==> config.mk <==
export PLATFORM = sky130hd
export DESIGN_NAME = brtrace_encoder
export DESIGN_NICKNAME = d
export VERILOG_FILES = /design/src/rtl/brt_pkg.sv /design/src/rtl/brt_history.sv /design/src/rtl/brt_decide.sv /design/src/rtl/brt_msg_reg.sv /design/src/rtl/brtrace_encoder.sv
export SDC_FILE = /design/constraint.sdc
export NUM_CORES = 1
export LEC_CHECK = 0
export BUFFER_PORTS_ARGS = -buffer_cell sky130_fd_sc_hd__clkbuf_2
export CAP_MARGIN = 5
export CORE_ASPECT_RATIO = 0.7
export CORE_MARGIN = 3
export CORE_UTILIZATION = 46
export CTS_BUF_LIST = sky130_fd_sc_hd__clkbuf_4
export CTS_CLUSTER_SIZE = 40
export DETAILED_ROUTE_END_ITERATION = 10
export GPL_ROUTABILITY_DRIVEN = 0
export PLACE_DENSITY = 0.73
export SLEW_MARGIN = 40
export SYNTH_ARGS = -nofsm -noshare
export SYNTH_HDL_FRONTEND = slang
export SYNTH_SLANG_ARGS = --single-unit
==> constraint.sdc <==
create_clock -name clk -period 2.2 [get_ports clk]
set_input_delay 0.44 -clock clk [delete_from_list [all_inputs] [get_ports clk]]
set_output_delay 0.44 -clock clk [all_outputs]
set_load 0.005 [all_outputs]
==> src/rtl/brt_pkg.sv <==
package brt_pkg;

    typedef enum logic [1:0] {
        ST_IDLE = 2'd0,
        ST_DATA = 2'd1,
        ST_FULL = 2'd2
    } brt_state_e;

    localparam logic [3:0] TY_BR_TAKEN  = 4'd5;
    localparam logic [3:0] TY_JMP_UNINF = 4'd10;

    localparam logic [5:0] MC_DBR  = 6'd3;
    localparam logic [5:0] MC_IBR  = 6'd4;
    localparam logic [5:0] MC_SYNC = 6'd9;
    localparam logic [5:0] MC_FULL = 6'd27;
    localparam logic [5:0] MC_CORR = 6'd33;

    localparam logic [3:0] EV_TRACE_ON = 4'd5;
    localparam logic [3:0] EV_DISABLE  = 4'd4;
    localparam logic [1:0] BT_INDIRECT = 2'd0;

    typedef struct packed {
        logic [5:0] code;
        logic [1:0] btype;
        logic [3:0] ev;
    } brt_hdr_t;

    localparam int HDR_W = 12;

    function automatic brt_hdr_t mk_hdr(logic [5:0] c, logic [1:0] b, logic [3:0] e);
        brt_hdr_t h;
        h.code  = c;
        h.btype = b;
        h.ev    = e;
        return h;
    endfunction

endpackage

==> src/rtl/brt_history.sv <==
module brt_history
    import brt_pkg::*;
#(
    parameter int TS_W = 64
) (
    input  logic            clk,
    input  logic            rst,
    input  logic            take,
    input  logic [3:0]      cur_type,
    input  logic [TS_W-1:0] cur_ts,
    output logic [3:0]      prev_type,
    output logic [TS_W-1:0] prev_ts
);

    always_ff @(posedge clk) begin
        if (rst) begin
            prev_type <= 4'd0;
            prev_ts   <= '0;
        end else if (take) begin
            prev_type <= cur_type;
            prev_ts   <= cur_ts;
        end
    end


    hist_shift_chk: assert property (@(posedge clk) disable iff (rst)
        take |=> prev_type == $past(cur_type));

endmodule

==> src/rtl/brt_decide.sv <==
module brt_decide
    import brt_pkg::*;
#(
    parameter int ADDR_W    = 64,
    parameter int TS_W      = 64,
    parameter int FULL_LOG2 = 15,
    localparam int CNT_W    = FULL_LOG2 + 1
) (
    input  brt_state_e        st,
    input  logic              en,
    input  logic [ADDR_W-1:0] cur_addr,
    input  logic [1:0]        cur_hsize,
    input  logic [TS_W-1:0]   cur_ts,
    input  logic [3:0]        prev_type,
    input  logic [TS_W-1:0]   prev_ts,
    input  logic [CNT_W-1:0]  cnt,
    input  logic [ADDR_W-1:0] last_addr,
    input  logic [TS_W-1:0]   last_ts,
    output logic              gen,
    output brt_hdr_t          hdr,
    output logic [CNT_W-1:0]  m_icnt,
    output logic [ADDR_W-1:0] m_addr,
    output logic [TS_W-1:0]   m_ts,
    output brt_state_e        nxt_state,
    output logic [CNT_W-1:0]  nxt_cnt,
    output logic              upd_addr,
    output logic [ADDR_W-1:0] new_addr,
    output logic              upd_ts,
    output logic [TS_W-1:0]   new_ts
);

    localparam logic [CNT_W-1:0] LIMIT = {1'b1, {FULL_LOG2{1'b0}}};

    logic [CNT_W-1:0]  hs;
    logic [CNT_W-1:0]  sum;
    logic [ADDR_W-1:0] half_addr;
    logic [TS_W-1:0]   ts_delta;

    assign hs        = {{(CNT_W-2){1'b0}}, cur_hsize};
    assign sum       = cnt + hs;
    assign half_addr = cur_addr >> 1;
    assign ts_delta  = prev_ts ^ last_ts;

    always_comb begin
        gen       = 1'b0;
        hdr       = mk_hdr(6'd0, 2'd0, 4'd0);
        m_icnt    = '0;
        m_addr    = '0;
        m_ts      = '0;
        nxt_state = st;
        nxt_cnt   = cnt;
        upd_addr  = 1'b0;
        new_addr  = half_addr;
        upd_ts    = 1'b0;
        new_ts    = prev_ts;
        unique case (st)
            ST_IDLE: begin
                if (en) begin
                    gen       = 1'b1;
                    hdr       = mk_hdr(MC_SYNC, 2'd0, EV_TRACE_ON);
                    m_addr    = half_addr;
                    m_ts      = cur_ts;
                    upd_addr  = 1'b1;
                    upd_ts    = 1'b1;
                    new_ts    = cur_ts;
                    nxt_state = ST_DATA;
                    nxt_cnt   = hs;
                end
            end
            ST_DATA: begin
                if (!en) begin
                    gen       = 1'b1;
                    hdr       = mk_hdr(MC_CORR, 2'd0, EV_DISABLE);
                    m_icnt    = cnt;
                    m_ts      = ts_delta;
                    upd_ts    = 1'b1;
                    nxt_state = ST_IDLE;
                    nxt_cnt   = '0;
                end else begin
                    if (prev_type == TY_BR_TAKEN) begin
                        gen     = 1'b1;
                        hdr     = mk_hdr(MC_DBR, 2'd0, 4'd0);
                        m_icnt  = cnt;
                        m_ts    = ts_delta;
                        upd_ts  = 1'b1;
                        nxt_cnt = hs;
                    end else if (prev_type == TY_JMP_UNINF) begin
                        gen      = 1'b1;
                        hdr      = mk_hdr(MC_IBR, BT_INDIRECT, 4'd0);
                        m_icnt   = cnt;
                        m_addr   = half_addr ^ last_addr;
                        m_ts     = ts_delta;
                        upd_addr = 1'b1;
                        upd_ts   = 1'b1;
                        nxt_cnt  = hs;
                    end else begin
                        nxt_cnt = sum;
                    end
                    nxt_state = (nxt_cnt >= LIMIT) ? ST_FULL : ST_DATA;
                end
            end
            ST_FULL: begin
                if (en) begin
                    gen       = 1'b1;
                    hdr       = mk_hdr(MC_FULL, 2'd0, 4'd0);
                    m_icnt    = cnt;
                    nxt_state = ST_DATA;
                    nxt_cnt   = '0;
                end
            end
            default: nxt_state = ST_IDLE;
        endcase
    end

endmodule

==> src/rtl/brt_msg_reg.sv <==
module brt_msg_reg #(
    parameter int PW = 32
) (
    input  logic          clk,
    input  logic          rst,
    input  logic          load,
    input  logic [PW-1:0] pay_in,
    input  logic          ready,
    output logic          valid,
    output logic [PW-1:0] pay_out
);

    always_ff @(posedge clk) begin
        if (rst) begin
            valid   <= 1'b0;
            pay_out <= '0;
        end else if (load) begin
            valid   <= 1'b1;
            pay_out <= pay_in;
        end else if (ready) begin
            valid <= 1'b0;
        end
    end


    stall_hold_chk: assert property (@(posedge clk) disable iff (rst)
        valid && !ready |=> valid && $stable(pay_out));

endmodule

==> src/rtl/brtrace_encoder.sv <==
module brtrace_encoder
    import brt_pkg::*;
#(
    parameter int ADDR_W    = 64,
    parameter int TS_W      = 64,
    parameter int FULL_LOG2 = 15,
    localparam int CNT_W    = FULL_LOG2 + 1
) (
    input  logic              clk,
    input  logic              rst,
    input  logic              trace_en,
    input  logic              rec_valid,
    output logic              rec_ready,
    input  logic [3:0]        rec_type,
    input  logic [ADDR_W-1:0] rec_addr,
    input  logic [1:0]        rec_hsize,
    input  logic [TS_W-1:0]   rec_tstamp,
    output logic              msg_valid,
    input  logic              msg_ready,
    output logic [5:0]        msg_code,
    output logic [CNT_W-1:0]  msg_icnt,
    output logic [ADDR_W-1:0] msg_addr,
    output logic [1:0]        msg_btype,
    output logic [3:0]        msg_event,
    output logic [TS_W-1:0]   msg_tstamp
);

    localparam int PW = HDR_W + CNT_W + ADDR_W + TS_W;
    localparam logic [CNT_W-1:0] LIMIT = {1'b1, {FULL_LOG2{1'b0}}};

    brt_state_e        state_q;
    brt_state_e        eff_state;
    brt_state_e        nxt_state;
    logic [CNT_W-1:0]  cnt_q;
    logic [CNT_W-1:0]  nxt_cnt;
    logic [ADDR_W-1:0] last_addr_q;
    logic [ADDR_W-1:0] new_addr;
    logic [TS_W-1:0]   last_ts_q;
    logic [TS_W-1:0]   new_ts;
    logic              en_q;
    logic              en_rise;
    logic              acc;
    logic              gen;
    logic              upd_addr;
    logic              upd_ts;
    logic [3:0]        prev_type;
    logic [TS_W-1:0]   prev_ts;
    brt_hdr_t          hdr;
    brt_hdr_t          hdr_out;
    logic [CNT_W-1:0]  m_icnt;
    logic [ADDR_W-1:0] m_addr;
    logic [TS_W-1:0]   m_ts;
    logic [PW-1:0]     pay_in;
    logic [PW-1:0]     pay_out;

    assign rec_ready = !msg_valid || msg_ready;
    assign acc       = rec_valid && rec_ready;
    assign en_rise   = trace_en && !en_q;
    assign eff_state = en_rise ? ST_IDLE : state_q;

    brt_history #(.TS_W(TS_W)) u_hist (
        .clk       (clk),
        .rst       (rst),
        .take      (acc),
        .cur_type  (rec_type),
        .cur_ts    (rec_tstamp),
        .prev_type (prev_type),
        .prev_ts   (prev_ts)
    );

    brt_decide #(.ADDR_W(ADDR_W), .TS_W(TS_W), .FULL_LOG2(FULL_LOG2)) u_dec (
        .st        (eff_state),
        .en        (trace_en),
        .cur_addr  (rec_addr),
        .cur_hsize (rec_hsize),
        .cur_ts    (rec_tstamp),
        .prev_type (prev_type),
        .prev_ts   (prev_ts),
        .cnt       (cnt_q),
        .last_addr (last_addr_q),
        .last_ts   (last_ts_q),
        .gen       (gen),
        .hdr       (hdr),
        .m_icnt    (m_icnt),
        .m_addr    (m_addr),
        .m_ts      (m_ts),
        .nxt_state (nxt_state),
        .nxt_cnt   (nxt_cnt),
        .upd_addr  (upd_addr),
        .new_addr  (new_addr),
        .upd_ts    (upd_ts),
        .new_ts    (new_ts)
    );

    always_ff @(posedge clk) begin
        if (rst) begin
            state_q     <= ST_IDLE;
            cnt_q       <= '0;
            last_addr_q <= '0;
            last_ts_q   <= '0;
            en_q        <= 1'b0;
        end else begin
            en_q <= trace_en;
            if (acc) begin
                state_q <= nxt_state;
                cnt_q   <= nxt_cnt;
                if (upd_addr) last_addr_q <= new_addr;
                if (upd_ts)   last_ts_q   <= new_ts;
            end else if (en_rise) begin
                state_q <= ST_IDLE;
            end
        end
    end

    assign pay_in = {hdr, m_icnt, m_addr, m_ts};

    brt_msg_reg #(.PW(PW)) u_msg (
        .clk     (clk),
        .rst     (rst),
        .load    (acc && gen),
        .pay_in  (pay_in),
        .ready   (msg_ready),
        .valid   (msg_valid),
        .pay_out (pay_out)
    );

    assign hdr_out    = pay_out[PW-1 -: HDR_W];
    assign msg_code   = hdr_out.code;
    assign msg_btype  = hdr_out.btype;
    assign msg_event  = hdr_out.ev;
    assign msg_icnt   = pay_out[ADDR_W+TS_W +: CNT_W];
    assign msg_addr   = pay_out[TS_W +: ADDR_W];
    assign msg_tstamp = pay_out[TS_W-1:0];


    core_stall_chk: assert property (@(posedge clk) disable iff (rst)
        msg_valid && !msg_ready |-> !rec_ready);


    full_cnt_chk: assert property (@(posedge clk) disable iff (rst)
        state_q == ST_FULL |-> cnt_q >= LIMIT);


    cnt_bound_chk: assert property (@(posedge clk) disable iff (rst)
        cnt_q <= LIMIT + 1'b1);


    sync_zero_cnt_chk: assert property (@(posedge clk) disable iff (rst)
        msg_valid && msg_code == MC_SYNC |-> msg_icnt == '0 && msg_event == EV_TRACE_ON);


    corr_event_chk: assert property (@(posedge clk) disable iff (rst)
        acc && state_q == ST_DATA && !trace_en && !en_rise |=> msg_valid && msg_code == MC_CORR);

endmodule

---- Yosys cells after proc, flatten, opt, wreduce, memory -nomap -nowiden ----
Index checks and enable logic that the tools add are counted.
storage, ports and cells
  register bits after elaboration ......... 371
  output and inout bits ................... 158
  word-level logic and storage cells ...... 80
cells by class
  $add $sub $neg .......................... 1
  magnitude comparators ................... 1
  equal/unequal tests ..................... 6
  muxes and demuxes ....................... 48
  bitwise gates (word level) .............. 2
  reductions and logical operators ........ 13
operators by type and width
  kind                                                              count
  64-bit two-way mux                                                9
  64-bit case mux with 2 select lines                               2
  16-bit two-way mux                                                11
  64-bit XOR                                                        1
  63-bit two-way mux                                                1
  63-bit XOR                                                        1
  16-bit case mux with 3 select lines                               1
  12-bit case mux with 3 select lines                               1
  16-bit case mux with 2 select lines                               1
  12-bit two-way mux                                                2
  16-bit by 2-bit adder with 16-bit output                          1
  16-bit greater-or-equal comparator (second input constant)        1
  11-bit two-way mux                                                1
  10-bit two-way mux                                                1
  2-bit two-way mux                                                 5
  9-bit two-way mux                                                 1
  1-bit two-way mux                                                 8
  1-bit case mux with 2 select lines                                3
  4-bit by 3-bit == test with 1-bit output (second input constant)  1
  4-bit == test (second input constant)                             1
  2-bit inequality test (second input constant)                     2
  2-bit case mux with 2 select lines                                1
  2-bit AND reduction                                               2
  4-bit AND reduction                                               1
  9 further kinds                                                   12

---- Depth between registers and ports, before layout ----
Gate-level depths: netlist (run 1).
  word-level depth ........................ 10
  gate-level depth with buffers ........... 11
  depth with buffers taken out ............ 9

---- By module ----
From an unflattened synthesis (run 1), not the netlist that was laid out.
second synthesis, totals
  cells, all modules ...................... 2214
  area, all modules ....................... 19376.1 um^2
by module, submodules not included
  module           instances  cells an instance  area each (um^2)  sequential area each (um^2)
  brtrace_encoder  1          647                6611.3            2942.8
  brt_msg_reg      1          507                5674.2            3143.0
  brt_decide       1          840                4665.7            0.0
  brt_history      1          220                2424.8            1361.3

---- Worst setup path before layout (run 1) ----
OpenSTA, ideal clock, no wires.
  path type ............................... input port to flip-flop
  start point ............................. in trace_en
  end point ............................... reg u_msg.pay_out[130]
  setup time .............................. 117 ps
  data arrival time ....................... 2240 ps
  required time ........................... 2083 ps
  setup slack ............................. -156 ps
  cell stages on the path ................. 10
  cell sequence ........................... nand2b_1 nand2_1 inv_1 ha_1 o31ai_4 a211oi_2 nor2_2 buf_4 buf_2 a22o_1
on the way
  word-level cells in the longest chain between the ends .. 6
  elaborated cells on any way between the ends .. 13
ends and longest elaborated chain
  element                                             line                    text
  start, declared                                     brtrace_encoder.sv:11   input logic trace_en,
  1-bit logical AND                                   brtrace_encoder.sv:58   assign en_rise = trace_en && !en_q;
  2-bit two-way mux                                   -
  2-bit == test or 2-bit logical NOT (tied branches)  brt_decide.sv:56        unique case (st)
  2-bit OR reduction (no line)                        -
  1-bit case mux with 2 select lines                  brt_decide.sv:56
  1-bit logical AND                                   brtrace_encoder.sv:120  .load (acc && gen),
  end signal, assigned                                brt_msg_reg.sv:19       pay_out <= pay_in;
  end, declared                                       brt_msg_reg.sv:10       output logic [PW-1:0] pay_out
Parallel ways exist; a longest one is shown, timed or not.
A chain may end at the register's enable or synchronous reset.

---- Final worst setup path (run 1) ----
  start point ............................. reg en_q
  end point ............................... reg last_ts_q[49]
on the way
  word-level cells in the longest chain between the ends .. 6
  elaborated cells on any way between the ends .. 8
ends and longest elaborated chain
  element                                                                        line                    text
  start, declared                                                                brtrace_encoder.sv:40   logic en_q;
  start signal, assigned                                                         brtrace_encoder.sv:103  en_q <= trace_en;
  1-bit logical NOT (*)                                                          brtrace_encoder.sv:58
  1-bit logical AND (*)                                                          brtrace_encoder.sv:58
  2-bit two-way mux (*)                                                          -
  2-bit by 1-bit == test with 1-bit output or 2-bit logical NOT (tied branches)  brt_decide.sv:56
  1-bit case mux with 2 select lines                                             brt_decide.sv:56
  2-bit AND reduction (no line)                                                  -
  end signal, assigned                                                           brtrace_encoder.sv:108  if (upd_ts) last_ts_q <= new_ts;
  end, declared                                                                  brtrace_encoder.sv:38   logic [TS_W-1:0] last_ts_q;
Mark *: on every way between the ends. The rest lies on a longest branch, timed or not.

==> impl_results.html, run 1 <==
<table>
<tr><th>Metric</th><th>Value</th></tr>
<tr><th colspan="2">Worst hold path</th></tr>
<tr><td>Worst Hold Launch</td><td>rec_hsize[1]</td></tr>
<tr><td>Kind of path behind the tightest hold check</td><td>input pin to register</td></tr>
<tr><td>Number of cells on the worst hold path</td><td>3</td></tr>
<tr><td>End point of the worst hold path</td><td>cnt_q[1]$_SDFFE_PP0P_</td></tr>
<tr><th colspan="2">Worst setup path</th></tr>
<tr><td>Top fanout value on the critical path</td><td>26</td></tr>
<tr><td>CP Data Required Time</td><td>2.84 ns</td></tr>
<tr><td>Category of the critical setup timing path</td><td>register to register</td></tr>
<tr><td>Delay of the slowest cell on the worst path</td><td>0.35 ns</td></tr>
<tr><td>Critical path cell sequence</td><td>nand2b_4 &gt; nand2_4 &gt; inv_4 &gt; ha_4 &gt; o31ai_4 &gt; a211oi_4 &gt; buf_12 &gt; buf_12 &gt; nor2_1 &gt; a311oi_1</td></tr>
<tr><td>Startpoint class of the critical path</td><td>register</td></tr>
<tr><td>Number of cell instances on the worst register-to-register path</td><td>10</td></tr>
<tr><td>Endpoint of the worst-slack reg-to-reg timing path</td><td>last_ts_q[49]$_SDFFE_PP0P_</td></tr>
<tr><td>Crit path top cell by count</td><td>sky130_fd_sc_hd__buf_12</td></tr>
<tr><td>Reg2reg setup slack</td><td>0.05 ns</td></tr>
<tr><td>Critical path data arrival time</td><td>2.79 ns</td></tr>
<tr><td>Endpoint type of the worst setup path</td><td>register</td></tr>
<tr><td>Worst path slowest cell</td><td>sky130_fd_sc_hd__dfxtp_2</td></tr>
<tr><td>Worst reg2reg startpoint</td><td>en_q$_SDFF_PP0_</td></tr>
<tr><th colspan="2">Power and ir drop</th></tr>
<tr><td>Areal power density over the cells</td><td>724.7 mW/mm2</td></tr>
<tr><td>Max IR drop VDD</td><td>427.7 uV</td></tr>
<tr><td>Static leakage</td><td>0.007994 uW</td></tr>
<tr><th colspan="2">Global route</th></tr>
<tr><td>Total track usage</td><td>0.2613</td></tr>
<tr><td>First-pass GRT wire length</td><td>75840 um</td></tr>
<tr><td>Vias in the first global route</td><td>15080</td></tr>
<tr><td>Antenna violations before repair</td><td>3</td></tr>
<tr><td>Global-route congestion overflow total</td><td>0</td></tr>
<tr><td>Largest net degree at the start of global routing</td><td>134</td></tr>
<tr><th colspan="2">Route</th></tr>
<tr><td>DRC</td><td>0</td></tr>
<tr><td>Number of violations reported at the end of detailed-routing iteration 0</td><td>1251</td></tr>
<tr><td>DR vias</td><td>15240</td></tr>
<tr><td>Post-route antenna net violation count</td><td>0</td></tr>
<tr><td>Average wire per standard cell</td><td>17.58 um</td></tr>
<tr><td>Final Routed Wirelength</td><td>48130 um</td></tr>
<tr><td>Mean number of vias per cell</td><td>5.567</td></tr>
<tr><td>Drt pass-1 iters</td><td>7</td></tr>
<tr><th colspan="2">Timing</th></tr>
<tr><td>Setup repair after global routing missed its margin</td><td>true</td></tr>
<tr><td>Final worst-path cycle share</td><td>0.9790</td></tr>
<tr><td>Worst slew pin tran</td><td>0.6840 ns</td></tr>
<tr><td>Final-report hold violation count</td><td>0</td></tr>
<tr><td>Number of setup violations in the final report</td><td>0</td></tr>
<tr><td>Highest achievable clock rate</td><td>464.3 MHz</td></tr>
<tr><td>Rel. slew slack</td><td>0.5440</td></tr>
<tr><td>Post-layout minimum cycle time</td><td>2.154 ns</td></tr>
<tr><td>Pins Over Slew Limit</td><td>0</td></tr>
<tr><td>Final hold slack</td><td>0.09677 ns</td></tr>
<tr><td>Worst setup margin</td><td>0.04616 ns</td></tr>
<tr><td>Sum of negative setup slack</td><td>0 ns</td></tr>
<tr><td>Max Clock Skew</td><td>0.05227 ns</td></tr>
<tr><th colspan="2">Floorplanning</th></tr>
<tr><td>Starting utilization of the core area</td><td>0.4770</td></tr>
<tr><td>Die span in y</td><td>158.0 um</td></tr>
<tr><td>Number of I/O pins</td><td>297</td></tr>
<tr><td>Floorplan Core Area</td><td>0.03182 mm2</td></tr>
<tr><td>Die extent in x</td><td>223.1 um</td></tr>
<tr><td>Count of standard-cell rows</td><td>54</td></tr>
<tr><td>Die area</td><td>0.03525 mm2</td></tr>
<tr><th colspan="2">Cells and area</th></tr>
<tr><td>Post-layout nets</td><td>2396</td></tr>
<tr><td>Final Instance Count excl. Fillers</td><td>2738</td></tr>
<tr><td>Fraction of final layout cells sized beyond drive strength 1</td><td>0.2391</td></tr>
<tr><td>Synth-to-Final Area Change</td><td>34.76%</td></tr>
<tr><th colspan="2">Synthesis</th></tr>
<tr><td>Proportion of synthesized chip area in sequential cells</td><td>0.4827</td></tr>
<tr><td>Number of enable flip-flop cells after synthesis</td><td>0</td></tr>
<tr><td>Synth Flop Type</td><td>sky130_fd_sc_hd__dfxtp_1</td></tr>
<tr><td>Yosys warning total</td><td>0</td></tr>
<tr><td>Mean area per synthesized cell</td><td>8.494 um2</td></tr>
<tr><td>Synthesized flop and latch total</td><td>366</td></tr>
<tr><td>Async set or reset register ratio after synthesis</td><td>0</td></tr>
<tr><td>Number of instances in the synthesized netlist</td><td>1787</td></tr>
<tr><td>Syn Std Cell Area</td><td>0.01518 mm2</td></tr>
<tr><td>Post-synthesis cell type count</td><td>46</td></tr>
<tr><th colspan="2">Placement</th></tr>
<tr><td>Worst slack at placement</td><td>-0.1514 ns</td></tr>
<tr><td>Placed cell count</td><td>2437</td></tr>
<tr><td>Number of port buffers</td><td>290</td></tr>
<tr><td>HPWL reported at the end of detailed placement</td><td>28780 um</td></tr>
<tr><th colspan="2">Clock network</th></tr>
<tr><td>Clock tree sinks</td><td>366</td></tr>
<tr><td>Source-to-sink clock delay at the later pin of the worst-skew pair</td><td>0.78 ns</td></tr>
<tr><td>TritonCTS clock tree</td><td>done</td></tr>
<tr><td>Number of levels the H-tree was split into</td><td>3</td></tr>
<tr><td>Reg clk slew, reported paths</td><td>0.07 ns</td></tr>
<tr><td>CTS Root Buffer Type</td><td>sky130_fd_sc_hd__clkbuf_4</td></tr>
<tr><td>CTS buffer count</td><td>88</td></tr>
<tr><td>Buffer depth of the longest clock path</td><td>3</td></tr>
<tr><th colspan="2">Status</th></tr>
<tr><td>Result of the run</td><td>complete, no violations</td></tr>
<tr><th colspan="2">Job</th></tr>
<tr><td>Number of max-cap violations</td><td>0</td></tr>
</table>
-- critical path: cells and delay by family (launching register included) --
kind,cells,cell delay (ns)
AO/OA/AOI/OAI,3,0.72
flip-flops,1,0.35
AND/OR/NAND/NOR,3,0.30
adder cells (fa/ha/maj),1,0.17
buffers and inverters,3,0.47
-- cell families (layout without fill, tap and decap cells) --
logic type | Yosys count | after routing | synth area share
buffers and inverters | 152 | 674 | 0.04220
DFF | 366 | 366 | 0.4827
and+or+nand+nor | 621 | 621 | 0.1794
AOI/OAI and AO/OA | 560 | 560 | 0.2428
xor gates and xnor gates | 79 | 79 | 0.04558
adders and majority gates | 8 | 8 | 0.007088
other | 1 | 10 | 0.0002470
-- metrics by stage --
stage                 util  total power (uW)  area (um2)
floorplan                -              8244       15220
global route        0.6426             15560       20450
detailed placement  0.5569              9002       17720
finish              0.6428             14820       20460
CTS                 0.6366             14900       20260
global placement    0.5569              8938       17720
-- registers in the layout (all words and copies together) (netlist names) --
register / count
u_msg.pay_out: 151
last_ts_q: 64
u_hist.prev_ts: 64
last_addr_q: 63
cnt_q: 16
u_hist.prev_type: 4
state_q: 2
en_q: 1
u_msg.valid: 1
-- cells in the final DEF, fill, tap and decap left out, drive strengths merged, types with 6 or more instances in the layout --
master	instances
nand2	416
clkbuf	414
dfxtp	366
a21oi	206
dlygate4sd3	132
o21ai	131
nor2	92
buf	91
a22o	80
xnor2	79
nor3b	66
a311oi	66
o2bb2ai	63
clkinv	27
ha	7
nor3	6
nor4	6
inv	6
-- repair_timing --
item / in CTS / in global routing
setup endpoints to repair: 47 / 183
buffers inserted: 1 / 5
hold endpoints to repair: 305 / 0
pin swaps: 2 / 20
gates cloned: 1 / 4
hold buffers: 132 / 0
gates resized for setup: 10 / 20
-- report_power, final --
| group | internal, uW | leakage, uW | switching [uW] |
|---|---|---|---|
| Sequential | 6940 | 0.00299 | 220 |
| Combinational | 935 | 0.00434 | 1060 |
| Clock | 2930 | 0.000663 | 2750 |
| Total | 10800 | 0.00799 | 4030 |
-- cell usage after synthesis (all sizes together) (5+ instances only) --
cell | instances | area share
nor3b | 66 | 0.033
buf | 47 | 0.016
nor2 | 92 | 0.023
nor3 | 6 | 0.0020
dfxtp | 366 | 0.48
nor4 | 6 | 0.0025
inv | 5 | 0.0012
o2bb2ai | 63 | 0.036
o21ai | 131 | 0.043
a21oi | 206 | 0.068
clkbuf | 100 | 0.025
nand2 | 416 | 0.10
xnor2 | 79 | 0.046
ha | 7 | 0.0058
a22o | 80 | 0.046
a311oi | 66 | 0.038
-- cell type report --
cell class | count | area [um2]
clock inverters | 32 | 216.5
diodes | 5 | 12.51
clock buffers | 122 | 915.9
multi-input cells | 1273 | 7397
repair buffers | 515 | 4039
well taps | 420 | 525.5
inverters | 5 | 21.27
fillers | 2591 | 11370
flip-flops and latches | 366 | 7328
-- worst max-delay path by stage --
stage / startpoint / end / depth (start not counted)
global placement: trace_en / cnt_q[13]$_SDFFE_PP0P_ / 10
CTS: en_q$_SDFF_PP0_ / last_ts_q[24]$_SDFFE_PP0P_ / 11
finish: en_q$_SDFF_PP0_ / last_ts_q[49]$_SDFFE_PP0P_ / 10
floorplan: trace_en / u_msg.pay_out[122]$_SDFFE_PP0P_ / 11
global route: u_hist.prev_type[1]$_SDFFE_PP0P_ / u_msg.pay_out[131]$_SDFFE_PP0P_ / 6
detailed placement: trace_en / last_ts_q[46]$_SDFFE_PP0P_ / 11
-- layer usage --
metal  track usage  vias to the layer above  wire [um]
met5             0                        -          7
met4        0.1168                        2       1699
met3       0.06599                      136       3525
met2        0.4248                      637      22560
met1        0.3316                     7206      20340
li1              -                     7261          -
(Power assumes the default switching activity.)
==> run 2: changes to the inputs <==
==> constraint.sdc (replaced) <==
create_clock -name clk -period 2.2 [get_ports clk]
set_input_delay 0 -clock clk [delete_from_list [all_inputs] [get_ports clk]]
set_output_delay 0 -clock clk [all_outputs]
set_load 0.005 [all_outputs]
==> run 2 against run 1 <==
Compared with the run above: fmax is 0.26% higher; power is 1.8% higher; cell area up 7.2%; global-route usage rose by 2.4 points; sequential share of layout area shrank 2.4 points; non-clock buffer count grew 165; first-iteration DRC count grew 20%; core utilization is 4.7 points higher; sequential power hardly changed; critical path type unchanged.
==> impl_results.html, run 2 (synthesized netlist as in run 1, its figures left out) <==
<table>
<tr><th>Metric</th><th>Value</th></tr>
<tr><th colspan="2">Worst setup path</th></tr>
<tr><td>CP Data Required Time</td><td>2.83 ns</td></tr>
<tr><td>Count of buffer and inverter cells on the critical path</td><td>2</td></tr>
<tr><td>Cell family with the largest share of critical-path delay</td><td>compound AO/OA/AOI/OAI gates</td></tr>
<tr><td>Startpoint class of the critical path</td><td>register</td></tr>
<tr><td>Critical path data arrival time</td><td>2.78 ns</td></tr>
<tr><td>Endpoint type of the worst setup path</td><td>register</td></tr>
<tr><td>Delay of the slowest cell on the worst path</td><td>0.45 ns</td></tr>
<tr><td>Category of the critical setup timing path</td><td>register to register</td></tr>
<tr><td>Worst path slowest cell</td><td>sky130_fd_sc_hd__o31ai_4</td></tr>
<tr><td>Top fanout value on the critical path</td><td>39</td></tr>
<tr><td>Critical path cell sequence</td><td>and4bb_4 &gt; o31ai_4 &gt; buf_6 &gt; buf_12 &gt; o21ai_0 &gt; a22o_1</td></tr>
<tr><th colspan="2">Route</th></tr>
<tr><td>Drt pass-1 iters</td><td>5</td></tr>
<tr><td>DR vias</td><td>16590</td></tr>
<tr><td>Number of violations reported at the end of detailed-routing iteration 0</td><td>1506</td></tr>
<tr><td>Average wire per standard cell</td><td>18.50 um</td></tr>
<tr><td>DRC</td><td>0</td></tr>
<tr><td>Final Routed Wirelength</td><td>53760 um</td></tr>
<tr><td>Mean number of vias per cell</td><td>5.708</td></tr>
<tr><td>Post-route antenna net violation count</td><td>0</td></tr>
<tr><th colspan="2">Floorplanning</th></tr>
<tr><td>Count of standard-cell rows</td><td>54</td></tr>
<tr><td>Die area</td><td>0.03525 mm2</td></tr>
<tr><td>Number of I/O pins</td><td>297</td></tr>
<tr><td>Floorplan Core Area</td><td>0.03182 mm2</td></tr>
<tr><td>Starting utilization of the core area</td><td>0.4770</td></tr>
<tr><td>Die extent in x</td><td>223.1 um</td></tr>
<tr><td>Die span in y</td><td>158.0 um</td></tr>
<tr><th colspan="2">Cells and area</th></tr>
<tr><td>Post-layout nets</td><td>2563</td></tr>
<tr><td>Final design area excluding fillers</td><td>0.02194 mm2</td></tr>
<tr><td>Fraction of final layout cells sized beyond drive strength 1</td><td>0.2115</td></tr>
<tr><td>Area of the multi-input gates</td><td>0.007405 mm2</td></tr>
<tr><td>Register Area</td><td>0.007331 mm2</td></tr>
<tr><td>Commonest non-fill, non-tap cell in the layout</td><td>sky130_fd_sc_hd__nand2_1</td></tr>
<tr><td>Synth-to-Final Area Change</td><td>44.51%</td></tr>
<tr><td>Most frequent cells in the layout</td><td>sky130_fd_sc_hd__nand2_1, sky130_fd_sc_hd__dfxtp_1, sky130_fd_sc_hd__dlygate4sd3_1</td></tr>
<tr><td>Fill cell count</td><td>2350</td></tr>
<tr><td>Largest register by flop count</td><td>u_msg.pay_out</td></tr>
<tr><td>Largest register FFs</td><td>151</td></tr>
<tr><td>Leading registers by flop count</td><td>u_msg.pay_out (151), last_ts_q (64), u_hist.prev_ts (64)</td></tr>
<tr><th colspan="2">Global route</th></tr>
<tr><td>Vias in the first global route</td><td>16750</td></tr>
<tr><td>Total track usage</td><td>0.2852</td></tr>
<tr><td>Largest net degree at the start of global routing</td><td>86</td></tr>
<tr><td>First-pass GRT wire length</td><td>83080 um</td></tr>
<tr><td>Global-route congestion overflow total</td><td>0</td></tr>
<tr><td>Antenna violations before repair</td><td>2</td></tr>
<tr><th colspan="2">Timing</th></tr>
<tr><td>Highest achievable clock rate</td><td>465.5 MHz</td></tr>
<tr><td>Sum of negative setup slack</td><td>0 ns</td></tr>
<tr><td>Post-layout minimum cycle time</td><td>2.148 ns</td></tr>
<tr><td>Final worst-path cycle share</td><td>0.9765</td></tr>
<tr><td>Worst slew pin tran</td><td>0.8342 ns</td></tr>
<tr><td>Final-report hold violation count</td><td>0</td></tr>
<tr><td>Max Clock Skew</td><td>0.05313 ns</td></tr>
<tr><td>Number of setup violations in the final report</td><td>0</td></tr>
<tr><td>Pins Over Slew Limit</td><td>0</td></tr>
<tr><td>Rel. slew slack</td><td>0.4438</td></tr>
<tr><th colspan="2">Placement</th></tr>
<tr><td>Number of port buffers</td><td>290</td></tr>
<tr><td>Area post-placement</td><td>0.01718 mm2</td></tr>
<tr><td>HPWL reported at the end of detailed placement</td><td>27680 um</td></tr>
<tr><th colspan="2">Clock network</th></tr>
<tr><td>CTS buffer count</td><td>90</td></tr>
<tr><td>Clock tree sinks</td><td>366</td></tr>
<tr><td>CTS Root Buffer Type</td><td>sky130_fd_sc_hd__clkbuf_4</td></tr>
<tr><td>Source-to-sink clock delay at the later pin of the worst-skew pair</td><td>0.79 ns</td></tr>
<tr><td>TritonCTS clock tree</td><td>done</td></tr>
<tr><td>Number of levels the H-tree was split into</td><td>3</td></tr>
<tr><td>Reg clk slew, reported paths</td><td>0.07 ns</td></tr>
<tr><td>Buffer depth of the longest clock path</td><td>3</td></tr>
<tr><th colspan="2">Power and ir drop</th></tr>
<tr><td>Static leakage</td><td>0.008469 uW</td></tr>
<tr><td>Areal power density over the cells</td><td>687.7 mW/mm2</td></tr>
<tr><td>Power, Total</td><td>15090 uW</td></tr>
<tr><td>Max IR drop VDD</td><td>455.8 uV</td></tr>
<tr><th colspan="2">Worst hold path</th></tr>
<tr><td>Kind of path behind the tightest hold check</td><td>input pin to register</td></tr>
<tr><th colspan="2">Status</th></tr>
<tr><td>Result of the run</td><td>complete, no violations</td></tr>
<tr><th colspan="2">Job</th></tr>
<tr><td>Number of max-cap violations</td><td>0</td></tr>
</table>
run 2: cell types whose count changed in the layout (fill, tap and decap cells not counted), sizes merged:
cell | before | now
buf | 91 | 57
bufinv | 3 | 2
clkbuf | 414 | 417
clkinv | 27 | 28
clkinvlp | 1 | 2
diode | 5 | 4
dlygate4sd3 | 132 | 330
inv | 6 | 7
run 2: area by class of cell:
cell class / instances / share of cell area
flip-flops and latches: 366 / 0.3342
inverters: 5 / 0.0009697
diodes: 4 / 0.0004563
well taps: 420 / 0.02396
repair buffers: 680 / 0.2515
clock inverters: 34 / 0.008898
clock buffers: 124 / 0.04244
multi-input cells: 1273 / 0.3376
run 2: metrics by stage:
stage	hold WS (ns)	util	std cells	setup WS (ns)
5_1_grt	0.03185	0.6891	2903	-0.01257
6_report	0.08128	0.6893	2906	0.05179
3_3_place_gp	0.2394	0.5399	2402	0.06204
4_1_cts	0.0001287	0.6807	2893	-0.01923
2_1_floorplan	0.1360	-	1791	-0.003347
3_5_place_dp	0.2433	0.5399	2402	-0.06157
run 2: report_power, final:
| group | leakage (uW) | internal [uW] | switching (uW) |
|---|---|---|---|
| Combinational | 0.00482 | 1090 | 1150 |
| Sequential | 0.00299 | 6940 | 230 |
| Clock | 0.000659 | 2850 | 2820 |
run 2: metal layers:
metal  wire [um]  vias up  global-route usage  share of wire
met5           7        -                   0        0.00013
met4        1960        2              0.1500          0.036
met3        4039      185             0.06988          0.075
li1            -     7612                   -              -
met1       22410     7974              0.3496           0.42
met2       25340      814              0.4700           0.47
run 2: timing repair:
item	4_1_cts	5_1_grt
gates resized for setup	2	33
buffers inserted	2	4
setup endpoints to repair	68	329
hold buffers	330	0
pin swaps	1	5
cloned	1	5
endpoints found under the hold margin	366	0
run 2: final timing paths:
path | startpoint | to | slack, ns | cells after the start
worst max-delay path | u_hist.prev_type[3]$_SDFFE_PP0P_ | u_msg.pay_out[46]$_SDFFE_PP0P_ | 0.05 | 6
worst min-delay path | rec_addr[60] | u_msg.pay_out[123]$_SDFFE_PP0P_ | 0.08 | 4
worst max register to register | u_hist.prev_type[3]$_SDFFE_PP0P_ | u_msg.pay_out[46]$_SDFFE_PP0P_ | 0.05 | 6
worst min register to register | u_msg.pay_out[144]$_SDFFE_PP0P_ | u_msg.pay_out[144]$_SDFFE_PP0P_ | 0.46 | 2
run 2: worst reg2reg max path: cells and delay by family (launching register included):
kind,cells,cell delay [ns]
flip-flops,1,0.39
buffers and inverters,2,0.51
AO/OA/AOI/OAI,3,0.88
AND/OR/NAND/NOR,1,0.25
